===== config.mk =====
export PLATFORM = sky130hd
export DESIGN_NAME = clock_victim_sel
export DESIGN_NICKNAME = d
export VERILOG_FILES = /design/src/rtl/clock_victim_sel.sv
export SDC_FILE = /design/constraint.sdc
export NUM_CORES = 1
export LEC_CHECK = 0
export BUFFER_PORTS_ARGS = -buffer_cell sky130_fd_sc_hd__buf_2
export CORE_MARGIN = 2
export CORE_UTILIZATION = 40
export DETAILED_ROUTE_END_ITERATION = 7
export GPL_ROUTABILITY_DRIVEN = 0
export GPL_TIMING_DRIVEN = 0
export PLACE_DENSITY = 0.63
export SLEW_MARGIN = 30
export SYNTH_ARGS = -nofsm -noshare
export SYNTH_HDL_FRONTEND = slang
export SYNTH_SLANG_ARGS = --single-unit
export TNS_END_PERCENT = 100

===== constraint.sdc =====
create_clock -name clk -period 4.1 [get_ports clk]
set_input_delay 0.41 -clock clk [delete_from_list [all_inputs] [get_ports clk]]
set_output_delay 0.41 -clock clk [all_outputs]
set_load 0.01 [all_outputs]

===== src/rtl/clock_victim_sel.sv =====
module clock_victim_sel #(
  parameter int N_FRAMES = 8,
  parameter int IDX_W = $clog2(N_FRAMES)
) (
  input  logic             clk,
  input  logic             rst_n,
  input  logic             ld_en,
  input  logic [IDX_W-1:0] ld_idx,
  input  logic             ld_present,
  input  logic             ld_pinned,
  input  logic             ld_acc,
  input  logic             ld_dirty,
  input  logic             use_en,
  input  logic [IDX_W-1:0] use_idx,
  input  logic             use_write,
  input  logic             scan_req,
  output logic             scan_busy,
  output logic             scan_done,
  output logic             no_victim,
  output logic [IDX_W-1:0] victim_idx,
  output logic             victim_dirty
);
  localparam int STW = IDX_W + 1;

  logic [N_FRAMES-1:0] pres_q, pin_q, acc_q, dirty_q;
  logic [IDX_W-1:0]    hand_q, hand_nxt;
  logic [STW-1:0]      step_q;
  logic                busy_q, done_q, nv_q, vdirty_q;
  logic [IDX_W-1:0]    vidx_q;

  wire elig = pres_q[hand_q] & ~pin_q[hand_q];
  wire pick = busy_q & elig & ~acc_q[hand_q];
  wire pass = busy_q & elig & acc_q[hand_q];
  wire last = step_q == STW'(2 * N_FRAMES - 1);

  assign hand_nxt = (hand_q == IDX_W'(N_FRAMES - 1)) ? '0 : hand_q + 1'b1;

  for (genvar i = 0; i < N_FRAMES; i++) begin : g_rec
    always_ff @(posedge clk) begin
      if (!rst_n) begin
        pres_q[i]  <= 1'b0;
        pin_q[i]   <= 1'b0;
        acc_q[i]   <= 1'b0;
        dirty_q[i] <= 1'b0;
      end else if (ld_en && ld_idx == IDX_W'(i)) begin
        pres_q[i]  <= ld_present;
        pin_q[i]   <= ld_pinned;
        acc_q[i]   <= ld_acc;
        dirty_q[i] <= ld_dirty;
      end else begin
        if (pass && hand_q == IDX_W'(i))
          acc_q[i] <= 1'b0;
        if (use_en && use_idx == IDX_W'(i)) begin
          acc_q[i] <= 1'b1;
          if (use_write)
            dirty_q[i] <= 1'b1;
        end
      end
    end
  end

  always_ff @(posedge clk) begin
    if (!rst_n) begin
      hand_q   <= '0;
      step_q   <= '0;
      busy_q   <= 1'b0;
      done_q   <= 1'b0;
      nv_q     <= 1'b0;
      vidx_q   <= '0;
      vdirty_q <= 1'b0;
    end else begin
      done_q <= 1'b0;
      if (!busy_q) begin
        if (scan_req) begin
          busy_q <= 1'b1;
          step_q <= '0;
        end
      end else begin
        hand_q <= hand_nxt;
        step_q <= step_q + 1'b1;
        if (pick) begin
          busy_q   <= 1'b0;
          done_q   <= 1'b1;
          nv_q     <= 1'b0;
          vidx_q   <= hand_q;
          vdirty_q <= dirty_q[hand_q];
        end else if (last) begin
          busy_q   <= 1'b0;
          done_q   <= 1'b1;
          nv_q     <= 1'b1;
          vdirty_q <= 1'b0;
        end
      end
    end
  end

  assign scan_busy    = busy_q;
  assign scan_done    = done_q;
  assign no_victim    = nv_q;
  assign victim_idx   = vidx_q;
  assign victim_dirty = vdirty_q;
endmodule


== Word level (Yosys, flattened, before mapping) ==
Cells that the tools add are included.

* Logic and storage cells: 196
* Register bits: 46
* Input port bits: 16

* $lt $le $gt $ge: 1
* Muxes and demuxes: 62
* Equality and inequality tests: 22
* $add $sub $neg: 2
* Bitwise logic cells: 6
* Reduce and logical (&&, ||, !) cells: 64

{| class="wikitable"
|+ Operators by type and width
! kind !! count
|-
| 1-bit two-way mux || 55
|-
| 3-bit equality test, second input constant || 12
|-
| 2-bit nonzero test || 18
|-
| 1-bit logical AND || 24
|-
| 3-bit nonzero test || 8
|-
| 2-bit AND reduction || 11
|-
| 3-bit by 2-bit equality test with 1-bit output, second input constant || 6
|-
| 1-bit binary-select mux with 3-bit select || 4
|-
| 3-bit by 1-bit equality test with 1-bit output, second input constant || 3
|-
| 3-bit zero test || 3
|-
| 4-bit two-way mux || 2
|-
| 4-bit by 1-bit adder with 4-bit output, second input constant || 1
|-
| 1-bit AND || 4
|-
| 4-bit equality test, second input constant || 1
|-
| 3-bit by 4-bit < comparator with 1-bit output, second input constant || 1
|-
| 3-bit by 1-bit adder with 3-bit output, second input constant || 1
|-
| 3-bit two-way mux || 1
|-
| 1-bit NOT || 2
|}

== Longest topological paths before layout ==
* Word-level depth: 10
* Depth in mapped cells: 7
* Depth with buffers taken out: 5

== Worst setup path after synthesis ==
No wires, ideal clock.

* Path kind: register to register
* Start point: register hand_q[0]
* End point: register vdirty_q (netlist: victim_dirty)
* Buffers on the path: 2
* Required time: 4.028 ns
* Stages on the path, launching flop included: 8
* Arrival: 1.699 ns
* Setup time: 0.072 ns
* Setup slack: 2.330 ns
* Period minus slack after synthesis: 1.770 ns
* Cell sequence: dfxtp_1 -> buf_4 -> mux4_2 -> nand2_1 -> and2_1 -> and3_1 -> buf_6 -> mux2i_1

* Cells in the longest elaborated chain, start to end: 8
* Elaborated cells between the ends (all ways): 16
* Classes of those cells: mux: 9; bitwise: 5; reduce/logical: 2

{| class="wikitable"
|+ RTL lines
! item !! RTL line !! source
|-
| start: declaration || 26 || <nowiki>logic [IDX_W-1:0] hand_q, hand_nxt;</nowiki>
|-
| start signal: assignment || 79 || <nowiki>hand_q <= hand_nxt;</nowiki>
|-
| 1-bit binary-select mux with 3-bit select || 31 || <nowiki>wire elig = pres_q[hand_q] & ~pin_q[hand_q];</nowiki>
|-
| 1-bit two-way mux (not written as such) || 31 ||
|-
| 1-bit NOT || 31 ||
|-
| 1-bit AND || 31 ||
|-
| 1-bit AND (2 in series) || 32 || <nowiki>wire pick = busy_q & elig & ~acc_q[hand_q];</nowiki>
|-
| 2-bit nonzero test (no line) || - ||
|-
| 2-bit AND reduction (no line) || - ||
|-
| end signal: assignment || 86 || <nowiki>vdirty_q <= dirty_q[hand_q];</nowiki>
|-
| end: declaration || 28 || <nowiki>logic busy_q, done_q, nv_q, vdirty_q;</nowiki>
|}

Parallel ways exist; a longest one is shown, timed or not. The select of a mux whose other input is x is not followed.
A chain may end at the register's enable or synchronous reset.

== Final worst setup path ==
* Start point: register hand_q[0]
* End point: register acc_q[1]

* Cells in the longest elaborated chain, start to end: 8
* Elaborated cells between the ends (all ways): 13
* Classes of those cells: eq/ne: 1; mux: 6; bitwise: 4; reduce/logical: 2

{| class="wikitable"
|+ RTL lines
! item !! RTL line !! source
|-
| 1-bit binary-select mux with 3-bit select || 31 ||
|-
| 1-bit two-way mux (not written as such) || 31 ||
|-
| 1-bit NOT || 31 ||
|-
| 1-bit AND || 31 ||
|-
| 1-bit AND (2 in series) || 33 || <nowiki>wire pass = busy_q & elig & acc_q[hand_q];</nowiki>
|-
| 1-bit logical AND * || 51 || <nowiki>if (pass && hand_q == IDX_W'(i))</nowiki>
|-
| 3-bit nonzero test (no line) * || - ||
|-
| end signal: indexed assignment || 48 || <nowiki>acc_q[i] <= ld_acc;</nowiki>
|-
| end: declaration || 25 || <nowiki>logic [N_FRAMES-1:0] pres_q, pin_q, acc_q, dirty_q;</nowiki>
|}

Every way passes the cells marked *; elsewhere a longest branch is shown, timed or not. The select of a mux whose other input is x is not followed.

==> impl_metrics.csv <==
group,metric,value,unit
cts,hold_buffers,0,
drt,drc_errors,0,
pwr,power_frac_comb,12.1,%
pwr,power.density,353,nW/µm²
worst_setup_path,criticalPathCategory,"reg2reg",
placed_design,dp_cells,358,
cts,clock_latency,300,ps
global_routing,grt_usage,18.5,%
drt,dr.pass1.iters,4,
die,row_count,27,
pwr,switching_power,230,µW
drt,met2_length,2510,µm
layout,drive_above_1_share,11.3,%
layout,area_growth_syn_to_layout,12.4,%
status,status,"finished, final reports clean",
layout,nets,316,
drt,wl_per_cell,15.2,µm
worst_setup_path,cp_max_fo,10,
worst_setup_path,critPathLaunchType,"flip-flop",
cts,cts_setup_buffers,0,
yosys,yosys_warnings,0,
worst_setup_path,worstSetupEndpoint,"acc_q[1]",
job,maxCapViolCount,0,
yosys,synthCells,268,
die,dieWidth,80.8,µm
sta,fmax,0.511,GHz
die,dieArea,6530,µm²
drt,final_antenna_net_count,0,
die,die_y,80.8,µm
sta,hold_violations,0,
drt,routed-via-count,1946,
cts,cts.root.buffer_cell,"clkbuf_8",
sta,setup_viol,0,
sta,worst_clock_skew,11.1,ps
yosys,synth_edf_count,0,
cts,cts_resized,0,
drt,wl,5560,µm
drt,drt-met1-wl,2700,µm
cts,numCtsBuffers,5,
worst_setup_path,end_kind,"flip-flop",
worst_setup_path,crit_cells,6,
pwr,peakVddDrop,0.191,mV
sta,finalSetupTns,0,ps
yosys,async_flop_share,0,%
die,initial_utilization,42.1,%
worst_setup_path,path_delay_family,"multiplexers",
yosys,synth.cell_area,2360,µm²
yosys,synthFlopType,"dfxtp_1",
worst_setup_path,cpPeakStageDelay,540,ps
pwr,total_leakage_power,0.00107,µW
pwr,p_seq_share,50.8,%
cts,cts_tree,"yes",
cts,clock_sinks,46,
worst_setup_path,critPathBufInv,1,
worst_setup_path,critPathLaunch,"hand_q[0]",
cts,clkTransAtPathRegs,90,ps
cts,clockBufferDepth,2,
die,core_area,5610,µm²
global_routing,grt_pass1_vias,1811,
worst_setup_path,cpMaxStageDelayCell,"mux4_2",
global_routing,grt_remaining_overflow,0,
min_path,worstHoldStart,"scan_req",
yosys,synth_cell_types,36,
placed_design,port_buffers,18,
worst_setup_path,r2r_start,"hand_q[0]",
worst_setup_path,path_cells,"buf_4 -> mux4_2 -> and3_1 -> o211ai_1 -> nor3_1 -> a211oi_1",
yosys,synth-seq-area-share,39.0,%
sta,period_needed,1960,ps
worst_setup_path,worst_r2r_path_depth,6,
layout,antenna_cells,0,
yosys,ys_ff_latch,46,
drt,highest_layer,"met4",
pwr,clkPwrFrac,37.1,%
sta,slew_viol_final,0,
worst_setup_path,cp_data_arrival_time,2180,ps
die,io_pins,23,
worst_setup_path,timing.rr.end,"acc_q[1]",
pwr,power.internal,706,µW
layout,stdcell_count,365,
drt,viasPerCell,5.33,
global_routing,grt_pass1_wl,9110,µm
drt,wl_met3,304,µm
placed_design,dp_hpwl,4160,µm
drt,drt_iter0_markers,148,
cts,h-tree-depth,2,
worst_setup_path,worst-r2r-setup-slack,2140,ps
worst_setup_path,required,4330,ps
min_path,hold_class,"in2reg",
global_routing,antenna_found_initial,0,
yosys,synth_area_per_cell,8.81,µm²
pwr,sw_frac_of_total,24.6,%
yosys,synth_nets,291,
sta,post-route-period-util,47.7,%
sta,slew_headroom,62.1,%
global_routing,grt_max_degree,14,
sta,tightest_slew,567,ps
sta,rsz0062_at_grt,"no",
[power groups by stage]
stage,clock network [µW],logic [µW],registers (µW)
5_1_grt,369,127,478
4_1_cts,352,114,476
2_1_floorplan,0,79.8,482
6_report,347,114,475
3_5_place_dp,0,113,486
3_3_place_gp,0,112,485
[registers in the layout, indices dropped and copies added (netlist names)]
signal,flops
scan_done,1
victim_dirty,1
no_victim,1
victim_idx,3
step_q,4
scan_busy,1
pin_q,8
dirty_q,8
pres_q,8
acc_q,8
hand_q,3
[cell usage after synthesis (all sizes together) (4+ instances only)]
cell type	number	area, µm²
mux4	5	116
nand3	10	50.1
nand3b	7	52.6
nand2b	5	31.3
nor2	22	82.6
nor3b	5	37.5
nor2b	21	131
nand2	28	105
a21oi	15	75.1
mux2i	18	180
dfxtp	46	921
a211oi	4	30.0
o21ai	22	114
ha	7	87.6
inv	6	22.5
clkbuf	11	41.3
[metrics by stage]
stage	setup WS, ps	utilization, %	cell area, µm²	hold slack (ps)	power, µW
after floorplan	2330	-	2360	438	562
after global placement	2160	45.3	2540	438	597
after detailed placement	2160	45.3	2540	445	599
after CTS	2140	47.3	2650	431	941
after global routing	1990	47.3	2650	449	975
final	2140	47.3	2650	436	936
[kinds of logic (layout without fill, tap and decap cells)]
group | Yosys count | count (layout) | synth area share, %
buffers and inverters | 20 | 45 | 3.97
DFF | 46 | 46 | 39.0
AOI/OAI and AO/OA | 62 | 62 | 16.9
adders and majority gates | 7 | 7 | 3.71
muxes | 23 | 23 | 12.6
xor gates and xnor gates | 1 | 1 | 0.371
and+or+nand+nor | 109 | 109 | 23.5
[worst min path at each step]
| stage | cells past startpoint | to | slack [ps] |
|---|---|---|---|
| 6_report | 2 | scan_busy | 440 |
| 5_1_grt | 2 | scan_busy | 450 |
| 4_1_cts | 2 | scan_busy | 430 |
| 3_5_place_dp | 2 | victim_idx[1] | 450 |
| 3_3_place_gp | 2 | victim_idx[2] | 440 |
| 2_1_floorplan | 2 | pin_q[2] | 440 |
[layout by cell type, fill, tap and decap left out, types with 2 or more instances in the layout]
cell type,instances
buf_6,2
ha_1,7
clkbuf_1,11
nand3_1,10
a211oi_1,4
nor3b_1,5
nand2_1,28
o21ai_1,2
clkbuf_8,6
dfxtp_1,46
o211ai_1,3
a21oi_1,15
buf_2,18
nand3b_1,7
and3_1,3
o31a_1,3
nand2b_1,5
nor2_1,22
a21boi_0,3
o2111a_1,2
inv_1,6
a41oi_1,3
and2_1,3
nand4_1,2
a31oi_1,2
mux4_2,4
mux2i_1,18
o21ai_0,19
o221a_1,2
nor3_1,3
nor2b_1,21
[metal layers]
layer | global-route usage [%] | vias up
li1 | - | 998
met1 | 25.8 | 898
met2 | 29.5 | 44
met3 | 3.44 | 6
met4 | 5.08 | 0
met5 | 0 | -
[worst reg2reg max path: cells and delay by family, from the launching register on]
kind	cells	cell delay [ps]
and+or+nand+nor	2	350
muxes	1	540
DFF	1	410
AOI/OAI and AO/OA	2	360
buffers and inverters	1	230
[layout make-up]
| type | instances | area [µm²] |
|---|---|---|
| buffer | 14 | 71.3 |
| clock buffer | 6 | 82.6 |
| clock inverter | 1 | 30.0 |
| fill | 586 | 2950 |
| inverter | 6 | 22.5 |
| multi-input combinational | 202 | 1350 |
| sequential | 46 | 921 |
| tap | 72 | 90.1 |
| timing repair buffer | 18 | 90.1 |
Note: power is estimated with default switching activity, not from simulation.
